File: config.mk
export PLATFORM = sky130hd
export DESIGN_NAME = cbz_store_seq
export DESIGN_NICKNAME = d
export VERILOG_FILES = /design/src/rtl/cbz_pkg.sv /design/src/rtl/cbz_trap_check.sv /design/src/rtl/cbz_lane_strobe.sv /design/src/rtl/cbz_seq_ctrl.sv /design/src/rtl/cbz_store_seq.sv
export SDC_FILE = /design/constraint.sdc
export NUM_CORES = 1
export LEC_CHECK = 0
export ABC_AREA = 1
export BUFFER_PORTS_ARGS = -buffer_cell sky130_fd_sc_hd__buf_2
export CELL_PAD_IN_SITES_DETAIL_PLACEMENT = 2
export CELL_PAD_IN_SITES_GLOBAL_PLACEMENT = 2
export CORE_UTILIZATION = 20
export CTS_CLUSTER_SIZE = 10
export DETAILED_ROUTE_END_ITERATION = 8
export PLACE_DENSITY_LB_ADDON = 0.15
export SETUP_SLACK_MARGIN = 0.02
export SLEW_MARGIN = 20
export SYNTH_ARGS = -nofsm -noshare
export SYNTH_HDL_FRONTEND = slang
export SYNTH_HIERARCHICAL = 1
export SYNTH_SLANG_ARGS = --single-unit
File: constraint.sdc
create_clock -name clk -period 1.7 [get_ports clk]
set_input_delay 0.085 -clock clk [delete_from_list [all_inputs] [get_ports clk]]
set_output_delay 0.085 -clock clk [all_outputs]
set_load 0.1 [all_outputs]
File: src/rtl/cbz_pkg.sv
`timescale 1ns/1ps
package cbz_pkg;
   localparam logic [1:0] PRIV_USER  = 2'd0;
   localparam logic [1:0] PRIV_SUPER = 2'd1;
   localparam logic [1:0] PRIV_MACH  = 2'd3;

   localparam int CAUSE_W = 5;
   localparam logic [CAUSE_W-1:0] CAUSE_ILLEGAL     = 5'd2;
   localparam logic [CAUSE_W-1:0] CAUSE_STORE_FAULT = 5'd7;
   localparam logic [CAUSE_W-1:0] CAUSE_VIRT_INSN   = 5'd22;

   typedef enum logic [1:0] {
      ST_IDLE  = 2'd0,
      ST_PROBE = 2'd1,
      ST_WRITE = 2'd2
   } cbz_state_e;
endpackage

File: src/rtl/cbz_trap_check.sv
`timescale 1ns/1ps
module cbz_trap_check
   import cbz_pkg::*;
(
   input  logic [1:0]         priv,
   input  logic               virt,
   input  logic               m_en,
   input  logic               h_en,
   input  logic               s_en,
   output logic               trap,
   output logic [CAUSE_W-1:0] cause
);
   logic below_mach, at_most_super, below_super;
   logic tier_mach, tier_virt, tier_super;

   assign below_mach    = (priv != PRIV_MACH);
   assign at_most_super = (priv <= PRIV_SUPER);
   assign below_super   = (priv == PRIV_USER);

   assign tier_mach  = below_mach && !m_en;
   assign tier_virt  = virt && ((at_most_super && !h_en) || (below_super && !s_en));
   assign tier_super = !virt && below_super && !s_en;

   always_comb begin
      trap  = 1'b0;
      cause = '0;
      if (tier_mach) begin
         trap  = 1'b1;
         cause = CAUSE_ILLEGAL;
      end else if (tier_virt) begin
         trap  = 1'b1;
         cause = CAUSE_VIRT_INSN;
      end else if (tier_super) begin
         trap  = 1'b1;
         cause = CAUSE_ILLEGAL;
      end
   end

   // a machine-tier hit never reports the virtual-instruction code
   always_comb begin
      if (tier_mach) begin
         a_mach_first_r1: assert (cause == CAUSE_ILLEGAL);
      end
   end
endmodule

File: src/rtl/cbz_lane_strobe.sv
`timescale 1ns/1ps
module cbz_lane_strobe #(
   parameter int AW         = 32,
   parameter int WORD_BYTES = 8
) (
   input  logic                  byte_mode,
   input  logic [AW-1:0]         addr,
   output logic [WORD_BYTES-1:0] strb
);
   localparam int LANE_W = (WORD_BYTES > 1) ? $clog2(WORD_BYTES) : 1;

   generate
      if (WORD_BYTES == 1) begin : g_single_lane
         assign strb = 1'b1;
      end else begin : g_multi_lane
         logic [LANE_W-1:0] lane;
         assign lane = addr[LANE_W-1:0];
         always_comb begin
            strb = '1;
            if (byte_mode) begin
               strb       = '0;
               strb[lane] = 1'b1;
            end
         end
      end
   endgenerate
endmodule

File: src/rtl/cbz_seq_ctrl.sv
`timescale 1ns/1ps
module cbz_seq_ctrl
   import cbz_pkg::*;
#(
   parameter int AW          = 32,
   parameter int BLOCK_BYTES = 64,
   parameter int WORD_BYTES  = 8
) (
   input  logic               clk,
   input  logic               rst_n,
   input  logic               req_valid,
   input  logic [AW-1:0]      req_base,
   input  logic               req_io,
   input  logic               trap,
   input  logic [CAUSE_W-1:0] trap_cause,
   output logic               busy,
   output logic               probe_valid,
   output logic [AW-1:0]      probe_addr,
   input  logic               probe_resp,
   input  logic               probe_fault,
   output logic               wr_valid,
   output logic [AW-1:0]      wr_addr,
   output logic               wr_byte_mode,
   input  logic               wr_ready,
   output logic               done,
   output logic               exc_valid,
   output logic [CAUSE_W-1:0] exc_cause
);
   localparam int OFFW = $clog2(BLOCK_BYTES);
   localparam int CW   = OFFW + 1;
   localparam logic [CW-1:0] WORD_STEP = CW'(WORD_BYTES);
   localparam logic [CW-1:0] BLK_END   = CW'(BLOCK_BYTES);

   cbz_state_e    state;
   logic [AW-1:0] base_q;
   logic          io_q;
   logic [CW-1:0] off_q;
   logic [CW-1:0] step;
   logic          last_beat;

   assign step      = io_q ? CW'(1) : WORD_STEP;
   assign last_beat = (off_q + step) == BLK_END;

   assign busy         = (state != ST_IDLE);
   assign probe_valid  = (state == ST_PROBE);
   assign probe_addr   = base_q;
   assign wr_valid     = (state == ST_WRITE);
   assign wr_addr      = base_q | {{(AW-OFFW){1'b0}}, off_q[OFFW-1:0]};
   assign wr_byte_mode = io_q;

   always_ff @(posedge clk or negedge rst_n) begin
      if (!rst_n) begin
         state     <= ST_IDLE;
         base_q    <= '0;
         io_q      <= 1'b0;
         off_q     <= '0;
         done      <= 1'b0;
         exc_valid <= 1'b0;
         exc_cause <= '0;
      end else begin
         done      <= 1'b0;
         exc_valid <= 1'b0;
         unique case (state)
            ST_IDLE: begin
               if (req_valid) begin
                  if (trap) begin
                     exc_valid <= 1'b1;
                     exc_cause <= trap_cause;
                  end else begin
                     state  <= ST_PROBE;
                     base_q <= req_base;
                     io_q   <= req_io;
                     off_q  <= '0;
                  end
               end
            end
            ST_PROBE: begin
               if (probe_resp) begin
                  if (probe_fault) begin
                     exc_valid <= 1'b1;
                     exc_cause <= CAUSE_STORE_FAULT;
                     state     <= ST_IDLE;
                  end else begin
                     state <= ST_WRITE;
                  end
               end
            end
            ST_WRITE: begin
               if (wr_ready) begin
                  if (last_beat) begin
                     state <= ST_IDLE;
                     done  <= 1'b1;
                  end else begin
                     off_q <= off_q + step;
                  end
               end
            end
            default: state <= ST_IDLE;
         endcase
      end
   end

   p_outcome_exclusive_r5: assert property (@(posedge clk) disable iff (!rst_n)
      !(done && exc_valid));
   p_probe_hold_r6: assert property (@(posedge clk) disable iff (!rst_n)
      probe_valid && !probe_resp |=> probe_valid && $stable(probe_addr));
   p_fault_no_write_r7: assert property (@(posedge clk) disable iff (!rst_n)
      probe_valid && probe_resp && probe_fault |=> !wr_valid);
   p_write_hold_r8: assert property (@(posedge clk) disable iff (!rst_n)
      wr_valid && !wr_ready |=> wr_valid && $stable(wr_addr));
   p_done_pulse_r10: assert property (@(posedge clk) disable iff (!rst_n)
      done |=> !done);
   p_done_idle_r10: assert property (@(posedge clk) disable iff (!rst_n)
      done |-> !busy);
   p_trap_from_idle_r11: assert property (@(posedge clk) disable iff (!rst_n)
      exc_valid && (exc_cause != CAUSE_STORE_FAULT) |-> !$past(busy));
endmodule

File: src/rtl/cbz_store_seq.sv
`timescale 1ns/1ps
module cbz_store_seq
   import cbz_pkg::*;
#(
   parameter int AW          = 32,
   parameter int BLOCK_BYTES = 64,
   parameter int WORD_BYTES  = 8
) (
   input  logic                    clk,
   input  logic                    rst_n,
   input  logic                    req_valid,
   input  logic [AW-1:0]           req_addr,
   input  logic [1:0]              req_priv,
   input  logic                    req_virt,
   input  logic                    req_io,
   input  logic                    cfg_m_en,
   input  logic                    cfg_h_en,
   input  logic                    cfg_s_en,
   output logic                    busy,
   output logic                    probe_valid,
   output logic [AW-1:0]           probe_addr,
   input  logic                    probe_resp,
   input  logic                    probe_fault,
   output logic                    wr_valid,
   output logic [AW-1:0]           wr_addr,
   output logic [WORD_BYTES-1:0]   wr_strb,
   output logic [8*WORD_BYTES-1:0] wr_data,
   input  logic                    wr_ready,
   output logic                    done,
   output logic                    exc_valid,
   output logic [4:0]              exc_cause
);
   localparam logic [AW-1:0] ALIGN_MASK = ~AW'(BLOCK_BYTES - 1);

   generate
      if (BLOCK_BYTES < 1 || (BLOCK_BYTES & (BLOCK_BYTES - 1)) != 0) begin : g_bad_block
         $error("BLOCK_BYTES must be a power of two");
      end
      if (WORD_BYTES < 1 || (WORD_BYTES & (WORD_BYTES - 1)) != 0) begin : g_bad_word
         $error("WORD_BYTES must be a power of two");
      end
      if (WORD_BYTES > BLOCK_BYTES) begin : g_word_too_wide
         $error("WORD_BYTES may not exceed BLOCK_BYTES");
      end
      if (AW <= $clog2(BLOCK_BYTES)) begin : g_addr_too_narrow
         $error("AW must exceed log2(BLOCK_BYTES)");
      end
   endgenerate

   logic               trap;
   logic [CAUSE_W-1:0] trap_cause;
   logic               byte_mode;
   logic [AW-1:0]      aligned_base;

   assign aligned_base = req_addr & ALIGN_MASK;
   assign wr_data      = '0;

   cbz_trap_check u_trap (
      .priv  (req_priv),
      .virt  (req_virt),
      .m_en  (cfg_m_en),
      .h_en  (cfg_h_en),
      .s_en  (cfg_s_en),
      .trap  (trap),
      .cause (trap_cause)
   );

   cbz_seq_ctrl #(
      .AW          (AW),
      .BLOCK_BYTES (BLOCK_BYTES),
      .WORD_BYTES  (WORD_BYTES)
   ) u_ctrl (
      .clk          (clk),
      .rst_n        (rst_n),
      .req_valid    (req_valid),
      .req_base     (aligned_base),
      .req_io       (req_io),
      .trap         (trap),
      .trap_cause   (trap_cause),
      .busy         (busy),
      .probe_valid  (probe_valid),
      .probe_addr   (probe_addr),
      .probe_resp   (probe_resp),
      .probe_fault  (probe_fault),
      .wr_valid     (wr_valid),
      .wr_addr      (wr_addr),
      .wr_byte_mode (byte_mode),
      .wr_ready     (wr_ready),
      .done         (done),
      .exc_valid    (exc_valid),
      .exc_cause    (exc_cause)
   );

   cbz_lane_strobe #(
      .AW         (AW),
      .WORD_BYTES (WORD_BYTES)
   ) u_strb (
      .byte_mode (byte_mode),
      .addr      (wr_addr),
      .strb      (wr_strb)
   );

   p_cause_legal_r1: assert property (@(posedge clk) disable iff (!rst_n)
      exc_valid |-> (exc_cause == CAUSE_ILLEGAL) || (exc_cause == CAUSE_VIRT_INSN)
                    || (exc_cause == CAUSE_STORE_FAULT));
   p_probe_aligned_r6: assert property (@(posedge clk) disable iff (!rst_n)
      probe_valid |-> (probe_addr & ~ALIGN_MASK) == '0);
   p_write_in_block_r8: assert property (@(posedge clk) disable iff (!rst_n)
      wr_valid |-> (wr_addr & ALIGN_MASK) == probe_addr);
   p_strobe_shape_r9: assert property (@(posedge clk) disable iff (!rst_n)
      wr_valid |-> ($countones(wr_strb) == 1) || (wr_strb == '1));
   p_single_outcome_r5: assert property (@(posedge clk) disable iff (!rst_n)
      $onehot0({done, exc_valid}));
endmodule

Word level (Yosys, flattened, before mapping)

Index checks and enable logic that the tools add are counted.

Eq/ne operators: 12
Bitwise gates (word level): 2
Order comparisons: 3
Add/subtract/negate cells: 1
Reductions and logical operators: 21
Muxes and demuxes: 35

Operator list:

| kind               | count |
|---|---|
| $or 32x6->32       | 1 |
| $mux 5             | 6 |
| $mux 7             | 4 |
| $reduce_and 5->1   | 3 |
| $mux 2             | 7 |
| $pmux 7 s2         | 1 |
| $mux 1             | 11 |
| $ne 2x2->1 const B | 5 |
| $pmux 5 s2         | 1 |
| $mux 8             | 1 |
| $ne 2x1->1 const B | 4 |
| $add 7x7->7        | 1 |
| $eq 7x7->1 const B | 1 |
| $logic_and 1x1->1  | 7 |
| $pmux 2 s3         | 1 |
| $reduce_bool 2->1  | 3 |
| $logic_not 1->1    | 4 |
| $logic_not 2->1    | 2 |
| $lt 3x4->1 const B | 1 |
| $mux 4             | 1 |
| $demux 1 s3        | 1 |
| $ge 3x1->1 const B | 1 |
| $reduce_and 3->1   | 1 |
| $eq 2x1->1 const B | 1 |
| other kinds (5)    | 5 |

Flip-flop bits (word level): 43
Output and inout port bits: 146
Logic and storage cells: 81
Input port bits: 45

Longest topological paths before layout

Gate-level depths: netlist of the first run.

Word-level depth: 9
Gate-level depth with buffers: 13
Depth with buffers taken out: 12

Cells and area by module

The synthesis of the first run kept the hierarchy.

Modules (own cells, without submodules):

| module          | seq. area each (µm²) | area each (µm²) | cells each | times used |
|---|---|---|---|---|
| cbz_seq_ctrl    | 1226.2               | 2421.1          | 288        | 1 |
| cbz_store_seq   | 0.0                  | 484.2           | 65         | 1 |
| cbz_trap_check  | 0.0                  | 96.3            | 20         | 1 |
| cbz_lane_strobe | 0.0                  | 78.8            | 19         | 1 |

Worst setup path before layout of the first run

No wires, ideal clock.

Kind: register to output
From: register, netlist name u_ctrl/probe_addr[2]
To: output port wr_strb[6]
Buffers on the path: 0
Slack: -1.441 ns
Stages on the path, launching flop included: 4
Arrival: 3.056 ns
Data required time: 1.615 ns
Path through: dfrtp_1 -> or2_2 -> nand2_1 -> o21ai_1

RTL lines:

| item      | line                | RTL |
|---|---|---|
| to (decl) | cbz_store_seq.sv:26 | `output logic [WORD_BYTES-1:0] wr_strb,` |

Worst setup path after layout of the first run

From: register u_ctrl.io_q (netlist: u_ctrl/wr_byte_mode)
To: register u_ctrl.off_q[1]

Word-level cells in the longest chain between the ends: 5
Elaborated cells on any way between the ends: 8
Classes of those cells: add/sub (1); eq/ne (2); mux (4); reduce/logical (1)

RTL lines:

| item                                                            | line                                   | RTL |
|---|---|---|
| from (decl)                                                     | cbz_seq_ctrl.sv:36                     | `logic io_q;` |
| from (signal assigned)                                          | cbz_seq_ctrl.sv:72                     | `io_q <= req_io;` |
| $mux 4 *                                                        | cbz_seq_ctrl.sv:41                     | `assign step = io_q ? CW'(1) : WORD_STEP;` |
| $add 7x7->7 *                                                   | cbz_seq_ctrl.sv:42, cbz_seq_ctrl.sv:94 |  |
| $eq 7x7->1 / $mux 7 (equally long branches)                     | cbz_seq_ctrl.sv:42, cbz_seq_ctrl.sv:90 |  |
| $ne 2x2->1 (no line) / $mux 7 (equally long branches)           | n/a                                    |  |
| $reduce_and 5->1 (no line) / $pmux 7 s2 (equally long branches) | n/a                                    |  |
| to (signal assigned)                                            | cbz_seq_ctrl.sv:94                     | `off_q <= off_q + step;` |
| to (decl)                                                       | cbz_seq_ctrl.sv:37                     | `logic [CW-1:0] off_q;` |

Mark *: on every way between the ends. The rest lies on a longest branch, timed or not. The select of a mux whose other input is x is not followed.
A chain may end at the register's enable or synchronous reset.

==> summary.txt, run 1 <==
Worst setup path
  • Flop-to-flop setup slack: -0.05 ns
  • RR Endpoint: u_ctrl/off_q[1]
  • CP required: 1.88 ns
  • Launch point of the worst reg-to-reg path: u_ctrl/wr_byte_mode
  • Critical Path AT: 1.93 ns
  • CP startpoint: u_ctrl/wr_byte_mode
  • Crit-path max cell delay: 0.44 ns
  • FF-to-FF path depth: 11
  • CP Cell Sequence: ha_4 -> ha_4 -> nor2_4 -> nand3_2 -> nor2_2 -> nand2_1 -> nor2_2 -> buf_4 -> nand2_2 -> nand3_1 -> nand2_1
  • Startpoint types: flip-flop
  • CP Max Fanout: 3
  • CP bufs+invs: 1
  • Critical path endpoint category: flip-flop
  • CP max-delay cell: dfrtp_2
  • CP delay by family, top: simple AND/OR/NAND/NOR gates
  • WS Path Type: flip-flop to flip-flop

Routing
  • Via count: 2708
  • WL per Instance: 13.02 um
  • First-iteration detailed-routing DRC count: 57
  • DRT Wirelength: 9.062 mm
  • Routed Antenna Nets: 0
  • Number of remaining DRC errors: 0
  • Pre-antenna DRT Iters: 3
  • Vias per inst: 3.891

Yosys
  • Synth Cell Area: 0.003080 mm2
  • Post-Syn Instances: 392
  • Synth cell types: 27
  • Yosys warnings: 6
  • Syn_area_per_cell: 7.858 um2
  • Synthesis-stage register bit count: 49
  • Part of the Yosys area used for sequential elements: 39.81%

Die
  • Die Area: 0.01590 mm2
  • Die Height: 126.1 um
  • Die X: 126.1 um
  • Core ar.: 0.01475 mm2
  • Starting Density: 20.88%
  • Io pins: 191
  • Num rows: 44

Outcome
  • Failing checks: setup timing
  • Outcome: complete, but fails checks

Worst hold path
  • Hold path endpoint: u_ctrl/probe_addr[29]
  • Hold-critical path depth: 3
  • HP Start: req_addr[29]
  • HP Class: input pin to flip-flop

Timing
  • Setup slack after layout: -0.05415 ns
  • Unrepaired setup endpoints after global routing: yes
  • Hold Vio Cnt, Final: 0
  • Tcrit/Tclk final: 103.2%
  • Setup Viol. Count Final: 9
  • Final TNS setup: -0.3302 ns
  • Slew Limit Headroom: 65.58%
  • Fin Clk Skew: 0.008566 ns
  • FMAX: 0.5701 GHz
  • Worst-Margin Slew: 0.5199 ns
  • Final min period: 1.754 ns
  • Final max-slew violation count: 0

Placement
  • RD Place Congestion: 0.7060
  • I/O Buffers: 120
  • DP Wirelength: 6.833 mm

Finish
  • Layout Nets: 559
  • N_diodes: 0
  • Layout area overhead: 34.00%
  • Share of post-route cells with drive strength above 1: 40.43%

Clock network
  • CTS tree: yes
  • Root buffer cell: clkbuf_16
  • H-Tree Depth: 2
  • Worst skew pair latency: 0.29 ns
  • Maximum clock insertion buffer count: 2
  • CTS Buf Count: 5
  • Clk slew on worst S/H paths: 0.07 ns
  • Clk sinks: 49

GRT
  • Vias in the first global route: 2773
  • First-pass GRT wire length: 14.23 mm
  • Congestion Overflow GR: 0
  • Largest net degree at the start of global routing: 50
  • GR Util All Layers: 11.21%
  • Initial antenna violation count: 0

Run
  • Max Cap Viol: 0
[flip-flops by register name, summed over array words and instances, names as in the netlist]
signal and count:
u_ctrl/off_q 7, u_ctrl/done 1, u_ctrl/exc_valid 1, u_ctrl/state 2
u_ctrl/probe_addr 32, u_ctrl/wr_byte_mode 1, u_ctrl/exc_cause 5
[worst register-to-register path, stage by stage, from the launching register on]
cell and delay [ns]:
dfrtp_2 0.44, ha_4 0.18, ha_4 0.22, nor2_4 0.08, nand3_2 0.08, nor2_2 0.09
nand2_1 0.07, nor2_2 0.14, buf_4 0.13, nand2_2 0.07, nand3_1 0.08, nand2_1 0.06
[kinds of logic (layout without fill, tap and decap cells)]
kind of cell / Yosys count / in the layout / synth area share, %
flip-flops: 49 / 49 / 39.81
adder cells (fa/ha/maj): 3 / 3 / 1.219
AO/OA/AOI/OAI: 13 / 13 / 2.762
buffers and inverters: 128 / 178 / 28.27
AND/OR/NAND/NOR: 197 / 197 / 27.70
other: 2 / 72 / 0.2438
[synthesized netlist by cell type]
library cell	count	share of area, %
a21oi_1	2	0.32
a22o_1	2	0.57
a31oi_1	1	0.20
buf_4	97	24
buf_6	3	1.1
clkbuf_1	3	0.37
clkbuf_2	1	0.16
conb_1	2	0.24
dfrtp_1	49	40
ha_1	3	1.2
inv_1	21	2.6
inv_2	2	0.24
inv_4	1	0.20
nand2_1	119	15
nand2_2	1	0.20
nand2_4	1	0.37
nand3_1	46	7.5
nand3b_1	2	0.49
nand4_1	2	0.41
nor2_1	15	1.8
nor2_2	2	0.41
nor2_4	1	0.37
nor3_1	1	0.16
o21ai_1	5	0.81
o22a_1	3	0.85
or2_2	6	1.2
or2_4	1	0.28
[final cells by class]
cell class                 instances  area [um2]
clock buffer                       6       128.9
inverter                          24       98.84
tap                              184       230.2
fill                            1743       10630
sequential                        49        1241
clock inverter                     2       13.76
multi-input combinational        285        1429
timing repair buffer             146       985.9
[routing by layer]
layer  up-vias  wire length (um)  GRT usage, %
met5         -                 0             0
met4         0                70         2.764
met3         4               420         2.167
met2        94              4923         20.77
met1      1320              3647         13.17
li1       1290                 -             -
[repair_timing]
item	CTS	global route
hold buffers	1	0
pin swaps	7	9
setup buffers	1	7
endpoints found under the hold margin	49	0
resized for setup	10	15
setup endpoints to repair	15	20
[stage by stage]
step / hold slack, ns / area [um2] / setup slack [ns] / utilization [%] / instances
6_report: 0.02243 / 4128 / -0.05415 / 27.98 / 696
5_1_grt: 0.02196 / 4128 / -0.1695 / 27.98 / 696
4_1_cts: 0.01634 / 4018 / -0.04424 / 27.23 / 689
3_5_place_dp: 0.1081 / 3829 / -0.1492 / 25.95 / 679
3_3_place_gp: 0.1054 / 3829 / -0.08899 / 25.95 / 679
2_1_floorplan: -0.2106 / 3476 / -0.09890 / - / 462
[worst max path at each step]
stage	endpoint	slack [ns]	depth (start not counted)
floorplan	wr_strb[6]	-0.1	3
global placement	u_ctrl/off_q[2]	-0.09	11
detailed placement	u_ctrl/off_q[6]	-0.15	11
CTS	u_ctrl/off_q[6]	-0.04	11
global route	u_ctrl/off_q[6]	-0.17	11
finish	u_ctrl/off_q[1]	-0.05	11
[layout by cell type (no fill, tap or decap)]
cell type      netlist  final
a21oi_1              2      2
a22o_1               2      2
a31oi_1              1      1
buf_12               0     12
buf_2                0    111
buf_4               97     18
buf_6                3      4
clkbuf_1             3      1
clkbuf_16            0      5
clkinv_2             0      1
clkinvlp_4           0      1
conb_1               2     72
dfrtp_1             49     43
dfrtp_2              0      3
dfrtp_4              0      3
dlygate4sd3_1        0      1
ha_4                 0      3
inv_1               21     17
inv_2                2      4
inv_4                1      2
inv_6                0      1
nand2_1            119    105
nand2_2              1     11
nand2_4              1      5
nand3_1             46     39
nand3_2              0      7
nand3b_1             2      2
nand4_1              2      2
nor2_1              15     11
nor2_2               2      3
nor2_4               1      4
nor3_1               1      1
o21ai_1              5      3
o21ai_4              0      2
o22a_1               3      3
or2_2                6      3
or2_4                1      4
Power of run 1 is not shown: default switching activity piles up to over one toggle a cycle in this logic, so the estimate is an artifact.
==> inputs of run 2 (changes only) <==
--- a/config.mk
+++ b/config.mk
@@ -5,11 +5,11 @@
 export SDC_FILE = /design/constraint.sdc
 export NUM_CORES = 1
 export LEC_CHECK = 0
-export ABC_AREA = 1
+export ABC_AREA = 0
 export BUFFER_PORTS_ARGS = -buffer_cell sky130_fd_sc_hd__buf_2
 export CELL_PAD_IN_SITES_DETAIL_PLACEMENT = 2
 export CELL_PAD_IN_SITES_GLOBAL_PLACEMENT = 2
-export CORE_UTILIZATION = 20
+export CORE_UTILIZATION = 22
 export CTS_CLUSTER_SIZE = 10
 export DETAILED_ROUTE_END_ITERATION = 8
 export PLACE_DENSITY_LB_ADDON = 0.15
==> constraint.sdc (replaced) <==
create_clock -name clk -period 1.42 [get_ports clk]
set_input_delay 0.071 -clock clk [delete_from_list [all_inputs] [get_ports clk]]
set_output_delay 0.071 -clock clk [all_outputs]
set_load 0.1 [all_outputs]
==> run 2 against run 1 <==
Clock skew shrank 0.0048 ns. Utilization increased by 8.0 points. Setup slack lost 0.42 ns. The run still ends with setup timing left. Fmax down 7.4%. Count of clock-buffer cells in the layout fell by 1. Critical endpoint is now u_ctrl/off_q[4]. Sequential share of layout area fell by 3.5 points. Cell count down 11%. Highest routed layer unchanged. Cell area increased by 17%. Critical path depth fell by 5. Global-route usage up 1.2 points. Via count shrank 9.5%.
==> summary.txt, run 2 <==
Outcome
  • Outcome: complete, but fails checks
  • Failing checks: setup timing

Worst setup path
  • Critical path endpoint category: flip-flop
  • FF-to-FF path depth: 6 (-5)
  • CP startpoint: u_ctrl/wr_byte_mode
  • Most frequent CP cell: ha_4
  • Startpoint types: flip-flop
  • CP max-delay cell: dfrtp_4
  • WS Path Type: flip-flop to flip-flop
  • CP Max Fanout: 7 (+4)
  • CP delay by family, top: compound AO/OA/AOI/OAI gates
  • CP Cell Sequence: ha_4 -> ha_4 -> a31o_4 -> nor3b_4 -> o2111ai_4 -> a211oi_2
  • Levels on crit path: 6 (-5)
  • Crit-path max cell delay: 0.51 ns (+0.07 ns)
  • Launch point of the worst reg-to-reg path: u_ctrl/wr_byte_mode
  • CP bufs+invs: 0 (-1)
  • CP required: 1.62 ns (-0.26 ns)
  • Critical Path AT: 2.09 ns (+0.16 ns)

Yosys
  • Yosys warnings: 6 (unchanged)
  • Synth cell types: 46 (+70%)
  • Part of the Yosys area used for sequential elements: 39.93% (+0.13 points)
  • Post-Syn Instances: 289 (-26%)
  • Post-synth ARST share: 100.0% (unchanged)
  • Synth area leader: dfrtp_1
  • Most common cell in the netlist: buf_4
  • Synth top cells by count: buf_4, dfrtp_1, mux2_2
  • Synth Cell Area: 0.003070 mm2 (-0.32%)
  • Synthesis-stage register bit count: 49 (unchanged)
  • Synth top area share: 39.93% (+0.13 points)
  • Main synth FF type: dfrtp_1
  • Syn_area_per_cell: 10.62 um2 (+35%)
  • Ranking of synthesized cells by area: dfrtp_1, buf_4, mux2_2
  • Number of synthesized flops with an enable pin: 0 (unchanged)

Clock network
  • Clk slew on worst S/H paths: 0.07 ns (about the same)
  • CTS Buf Count: 5 (unchanged)
  • H-Tree Depth: 2 (unchanged)
  • CTS tree: yes
  • Maximum clock insertion buffer count: 2 (unchanged)
  • Root buffer cell: clkbuf_16
  • Worst skew pair latency: 0.28 ns (about the same)
  • Clk sinks: 49 (unchanged)

Die
  • Die Area: 0.01443 mm2 (-9.2%)
  • Core ar.: 0.01340 mm2 (-9.2%)
  • Starting Density: 22.91% (+2.0 points)
  • Die Height: 120.1 um (-4.7%)
  • Die X: 120.1 um (-4.7%)
  • Num rows: 42 (-4.5%)
  • Io pins: 191 (unchanged)

Worst hold path
  • Hold-critical path depth: 2 (-1)
  • HP Class: input pin to flip-flop
  • HP Start: req_addr[11]

Routing
  • Number of remaining DRC errors: 0 (unchanged)
  • DRT Wirelength: 8.997 mm (-0.72%)
  • Routed Antenna Nets: 0 (unchanged)
  • First-iteration detailed-routing DRC count: 51 (-11%)
  • Pre-antenna DRT Iters: 4 (+1)
  • WL per Instance: 14.51 um (+11%)
  • Vias per inst: 3.952 (+1.6%)
  • Via count: 2450 (-9.5%)

GRT
  • GR Util All Layers: 12.44% (+1.2 points)
  • Initial antenna violation count: 0 (unchanged)
  • Vias in the first global route: 2600 (-6.2%)
  • First-pass GRT wire length: 14.15 mm (-0.58%)
  • Congestion Overflow GR: 0 (unchanged)
  • Largest net degree at the start of global routing: 50 (unchanged)

Timing
  • Setup Viol. Count Final: 53 (+44)
  • Fin Clk Skew: 0.003737 ns (-0.004829 ns)
  • Final max-slew violation count: 0 (unchanged)
  • Hold Vio Cnt, Final: 0 (unchanged)
  • Setup slack after layout: -0.4737 ns (-0.4195 ns)
  • FMAX: 0.5281 GHz (-7.4%)
  • Unrepaired setup endpoints after global routing: yes
  • Final min period: 1.894 ns (+0.1395 ns)
  • Tcrit/Tclk final: 133.4% (+30 points)

Finish
  • N_diodes: 0 (unchanged)
  • Share of post-route cells with drive strength above 1: 65.77% (+25 points)
  • Multi-input gate area: 0.001647 mm2 (+15%)
  • Max reg flops: 32 (unchanged)
  • Most frequent cells in the layout: buf_2, conb_1, mux2_4, dfrtp_2, buf_4
  • Most common cell after layout, fill and taps aside: buf_2
  • Final non-filler cell total: 620 (-11%)
  • Register area: 0.001280 mm2 (+3.1%)
  • # fillers: 1462 (-16%)
  • Layout area overhead: 57.17%
  • Finished Cell Area: 0.004826 mm2 (+17%)
  • Layout Nets: 491 (-12%)

Placement
  • RD Place Congestion: 0.7376 (+4.5%)
  • Area after DPL: 0.004252 mm2 (+11%)
  • Placed cells: 586 (-14%)
  • DP Wirelength: 6.574 mm (-3.8%)
  • Dpl ws: -0.4860 ns (-0.3367 ns)
  • I/O Buffers: 120 (unchanged)

Run
  • Max Cap Viol: 0 (unchanged)
-- run 2: per-layer routing --
metal / routed length (um) / track usage (%) / up-vias
met5: 0 / 0 / -
met1: 3683 / 14.61 / 1222
li1: - / - / 1123
met4: 35 / 2.109 / 0
met2: 4665 / 22.95 / 103
met3: 613 / 2.947 / 2
-- run 2: cells by family after synthesis --
group                      share of synthesized area (%)
adders and majority gates                          1.223
muxes                                              11.74
AOI/OAI and AO/OA                                  10.64
buffers and inverters                              26.61
DFF                                                39.93
and+or+nand+nor                                    8.761
other                                             0.2446
xor gates and xnor gates                          0.8559
-- run 2: area by class of cell --
type	count	share of cell area (%)
inverters	10	0.9852
flip-flops and latches	49	26.52
multi-input cells	196	34.12
clock inverters	3	0.4408
repair buffers	181	30.78
well taps	176	4.563
clock buffers	5	2.593
-- run 2: final timing paths --
path,end,slack [ns]
hold reg to reg,u_ctrl/exc_cause[1],0.52
max in group asynchronous,u_ctrl/wr_byte_mode,0.84
hold / removal,u_ctrl/probe_addr[11],0.01
setup / recovery,u_ctrl/off_q[4],-0.47
min in group asynchronous,u_ctrl/probe_addr[30],0.32
setup reg to reg,u_ctrl/off_q[4],-0.47
-- run 2: per-stage QoR --
stage               util, %  hold WS [ns]  TNS [ns]
global placement      31.73       0.09220    -9.085
floorplan                 -       -0.2246    -11.92
finish                36.01       0.01184    -11.32
detailed placement    31.73       0.09398    -11.97
global route          36.01      0.001878    -15.11
CTS                   36.40      0.001398    -10.93
-- run 2: repair_timing --
item | 4_1_cts | 5_1_grt
setup endpoints to repair | 57 | 56
hold endpoints to repair | 49 | 0
gates cloned | 4 | 0
hold buffers | 1 | 0
pin swaps | 15 | 13
gates resized for setup | 49 | 14
setup buffers | 22 | 8
Power of run 2 is left out for the same reason.
==> inputs of run 3 (changes only) <==
--- a/config.mk
+++ b/config.mk
@@ -9,6 +9,7 @@
 export BUFFER_PORTS_ARGS = -buffer_cell sky130_fd_sc_hd__buf_2
 export CELL_PAD_IN_SITES_DETAIL_PLACEMENT = 2
 export CELL_PAD_IN_SITES_GLOBAL_PLACEMENT = 2
+export CORE_MARGIN = 3
 export CORE_UTILIZATION = 22
 export CTS_CLUSTER_SIZE = 10
 export DETAILED_ROUTE_END_ITERATION = 8
==> run 3 against run 2 <==
The run still ends with setup timing left. Utilization increased by 1.7 points. Via count increased by 2.3%. Cell area increased by 5.0%. Wire length increased by 3.2%. Sequential cell count unchanged. Worst hold slack about the same. Sequential share of layout area decreased by 1.2 points. Non-clock buffer count increased by 18. Cell count increased by 2.9%. Die area increased by 6.8%. Global-route usage decreased by 1.0 points. Critical path type unchanged.
==> summary.txt, run 3 (same netlist as run 2, synthesis figures left out) <==
Worst setup path
  • Critical Path AT: 2.10 ns (about the same)
  • CP max-delay cell: dfrtp_4
  • CP required: 1.63 ns (about the same)
  • Crit-path max cell delay: 0.51 ns (about the same)
  • CP Max Fanout: 7 (unchanged)
  • Startpoint types: flip-flop
  • WS Path Type: flip-flop to flip-flop
  • Critical path endpoint category: flip-flop
  • CP Cell Sequence: inv_4 -> ha_4 -> a41o_1 -> a221oi_4 -> o2111ai_4 -> a211oi_2

Finish
  • Multi-input gate area: 0.001677 mm2 (+1.8%)
  • Most common cell after layout, fill and taps aside: buf_2
  • Layout Nets: 509 (+3.7%)
  • Register area: 0.001281 mm2 (about the same)
  • N_diodes: 0 (unchanged)
  • # fillers: 1424 (-2.6%)
  • Finished Cell Area: 0.005067 mm2 (+5.0%)
  • Max reg flops: 32 (unchanged)
  • Most frequent cells in the layout: buf_2, conb_1, buf_4, mux2_4, dfrtp_2
  • Layout area overhead: 65.04%
  • Share of post-route cells with drive strength above 1: 65.80% (about the same)

Die
  • Io pins: 191 (unchanged)
  • Die Area: 0.01541 mm2 (+6.8%)
  • Die Height: 124.1 um (+3.3%)
  • Num rows: 42 (unchanged)
  • Starting Density: 22.82% (-0.090 points)
  • Die X: 124.1 um (+3.3%)
  • Core ar.: 0.01345 mm2 (+0.39%)

Routing
  • WL per Instance: 14.56 um (+0.32%)
  • Pre-antenna DRT Iters: 3 (-1)
  • Via count: 2507 (+2.3%)
  • First-iteration detailed-routing DRC count: 42 (-18%)
  • Number of remaining DRC errors: 0 (unchanged)
  • Vias per inst: 3.929 (-0.56%)
  • Routed Antenna Nets: 0 (unchanged)
  • DRT Wirelength: 9.288 mm (+3.2%)

Timing
  • Hold Vio Cnt, Final: 0 (unchanged)
  • FMAX: 0.5268 GHz (-0.24%)
  • Setup Viol. Count Final: 54 (+1.9%)
  • Final min period: 1.898 ns (+0.004571 ns)
  • Tcrit/Tclk final: 133.7% (+0.32 points)
  • Final max-slew violation count: 0 (unchanged)
  • Setup slack after layout: -0.4783 ns (-0.004571 ns)
  • Fin Clk Skew: 0.008807 ns (+0.005070 ns)
  • Final TNS setup: -9.263 ns (+2.056 ns)
  • Unrepaired setup endpoints after global routing: yes

Placement
  • I/O Buffers: 120 (unchanged)
  • RD Place Congestion: 0.7054 (-4.4%)
  • Area after DPL: 0.004289 mm2 (+0.88%)
  • DP Wirelength: 6.488 mm (-1.3%)

Clock network
  • H-Tree Depth: 2 (unchanged)
  • Worst skew pair latency: 0.29 ns (about the same)
  • CTS Buf Count: 5 (unchanged)
  • Clk slew on worst S/H paths: 0.07 ns (about the same)
  • Clk sinks: 49 (unchanged)
  • Maximum clock insertion buffer count: 2 (unchanged)
  • CTS tree: yes
  • Root buffer cell: clkbuf_16

GRT
  • GR Util All Layers: 11.39% (-1.0 points)
  • Largest net degree at the start of global routing: 50 (unchanged)
  • Vias in the first global route: 2600 (unchanged)
  • Congestion Overflow GR: 0 (unchanged)
  • First-pass GRT wire length: 13.69 mm (-3.2%)
  • Initial antenna violation count: 0 (unchanged)

Run
  • Max Cap Viol: 0 (unchanged)

Worst hold path
  • HP Class: input pin to flip-flop

Outcome
  • Outcome: complete, but fails checks
  • Failing checks: setup timing
run 3: cell count changes in the layout (fill, tap and decap cells not counted), sizes merged:
cell,change
buf,+5
clkbuf,+1
clkinvlp,-1
dlygate4sd3,+12
bufinv,+1
run 3: timing repair:
action | CTS | global route
hold endpoints to repair | 61 | 0
setup buffers | 12 | 15
setup endpoints to repair | 57 | 59
pin swaps | 9 | 14
hold buffers | 13 | 0
cloned | 3 | 1
gates resized for setup | 48 | 24
run 3: area by class of cell:
type / instances / share of cell area, %
clock inverters: 3 / 0.8642
repair buffers: 199 / 33.06
well taps: 176 / 4.346
multi-input cells: 196 / 33.09
inverters: 10 / 0.8889
flip-flops and latches: 49 / 25.28
clock buffers: 5 / 2.469
run 3: stage by stage:
stage	setup WS (ns)	std cells	utilization [%]	hold WS [ns]
after floorplan	-0.6541	359	-	-0.2246
after global placement	-0.4415	591	31.88	0.09238
after detailed placement	-0.4710	591	31.88	0.09417
after CTS	-0.4735	627	36.59	0.0006700
after global routing	-0.5914	638	37.67	0.002608
final	-0.4783	638	37.67	0.01206
run 3: critical path, delay by kind of cell (launching register included):
family,cells,cell delay [ns]
buf+inv,1,0.08
flops,1,0.51
compound gates,4,1.02
fa+ha+maj,1,0.21
run 3: final timing paths:
path,start,end,slack [ns],depth (start not counted)
hold reg to reg,u_ctrl/exc_cause[0],u_ctrl/exc_cause[0],0.52,1
hold / removal,req_addr[15],u_ctrl/probe_addr[15],0.01,2
min in group asynchronous,rst_n,u_ctrl/probe_addr[29],0.31,3
setup reg to reg,u_ctrl/wr_byte_mode,u_ctrl/off_q[2],-0.48,6
setup / recovery,u_ctrl/wr_byte_mode,u_ctrl/off_q[2],-0.48,6
max in group asynchronous,rst_n,u_ctrl/probe_addr[0],0.84,3
run 3: metal layers:
layer	global-route usage (%)	share of wire (%)	up-vias	routed length, um
met3	2.361	7.7	6	718
met4	3.491	1.3	0	125
met2	19.63	49	118	4505
met1	14.29	42	1224	3939
met5	0	0	-	0
li1	-	-	1159	-
Power of run 3 is left out for the same reason.
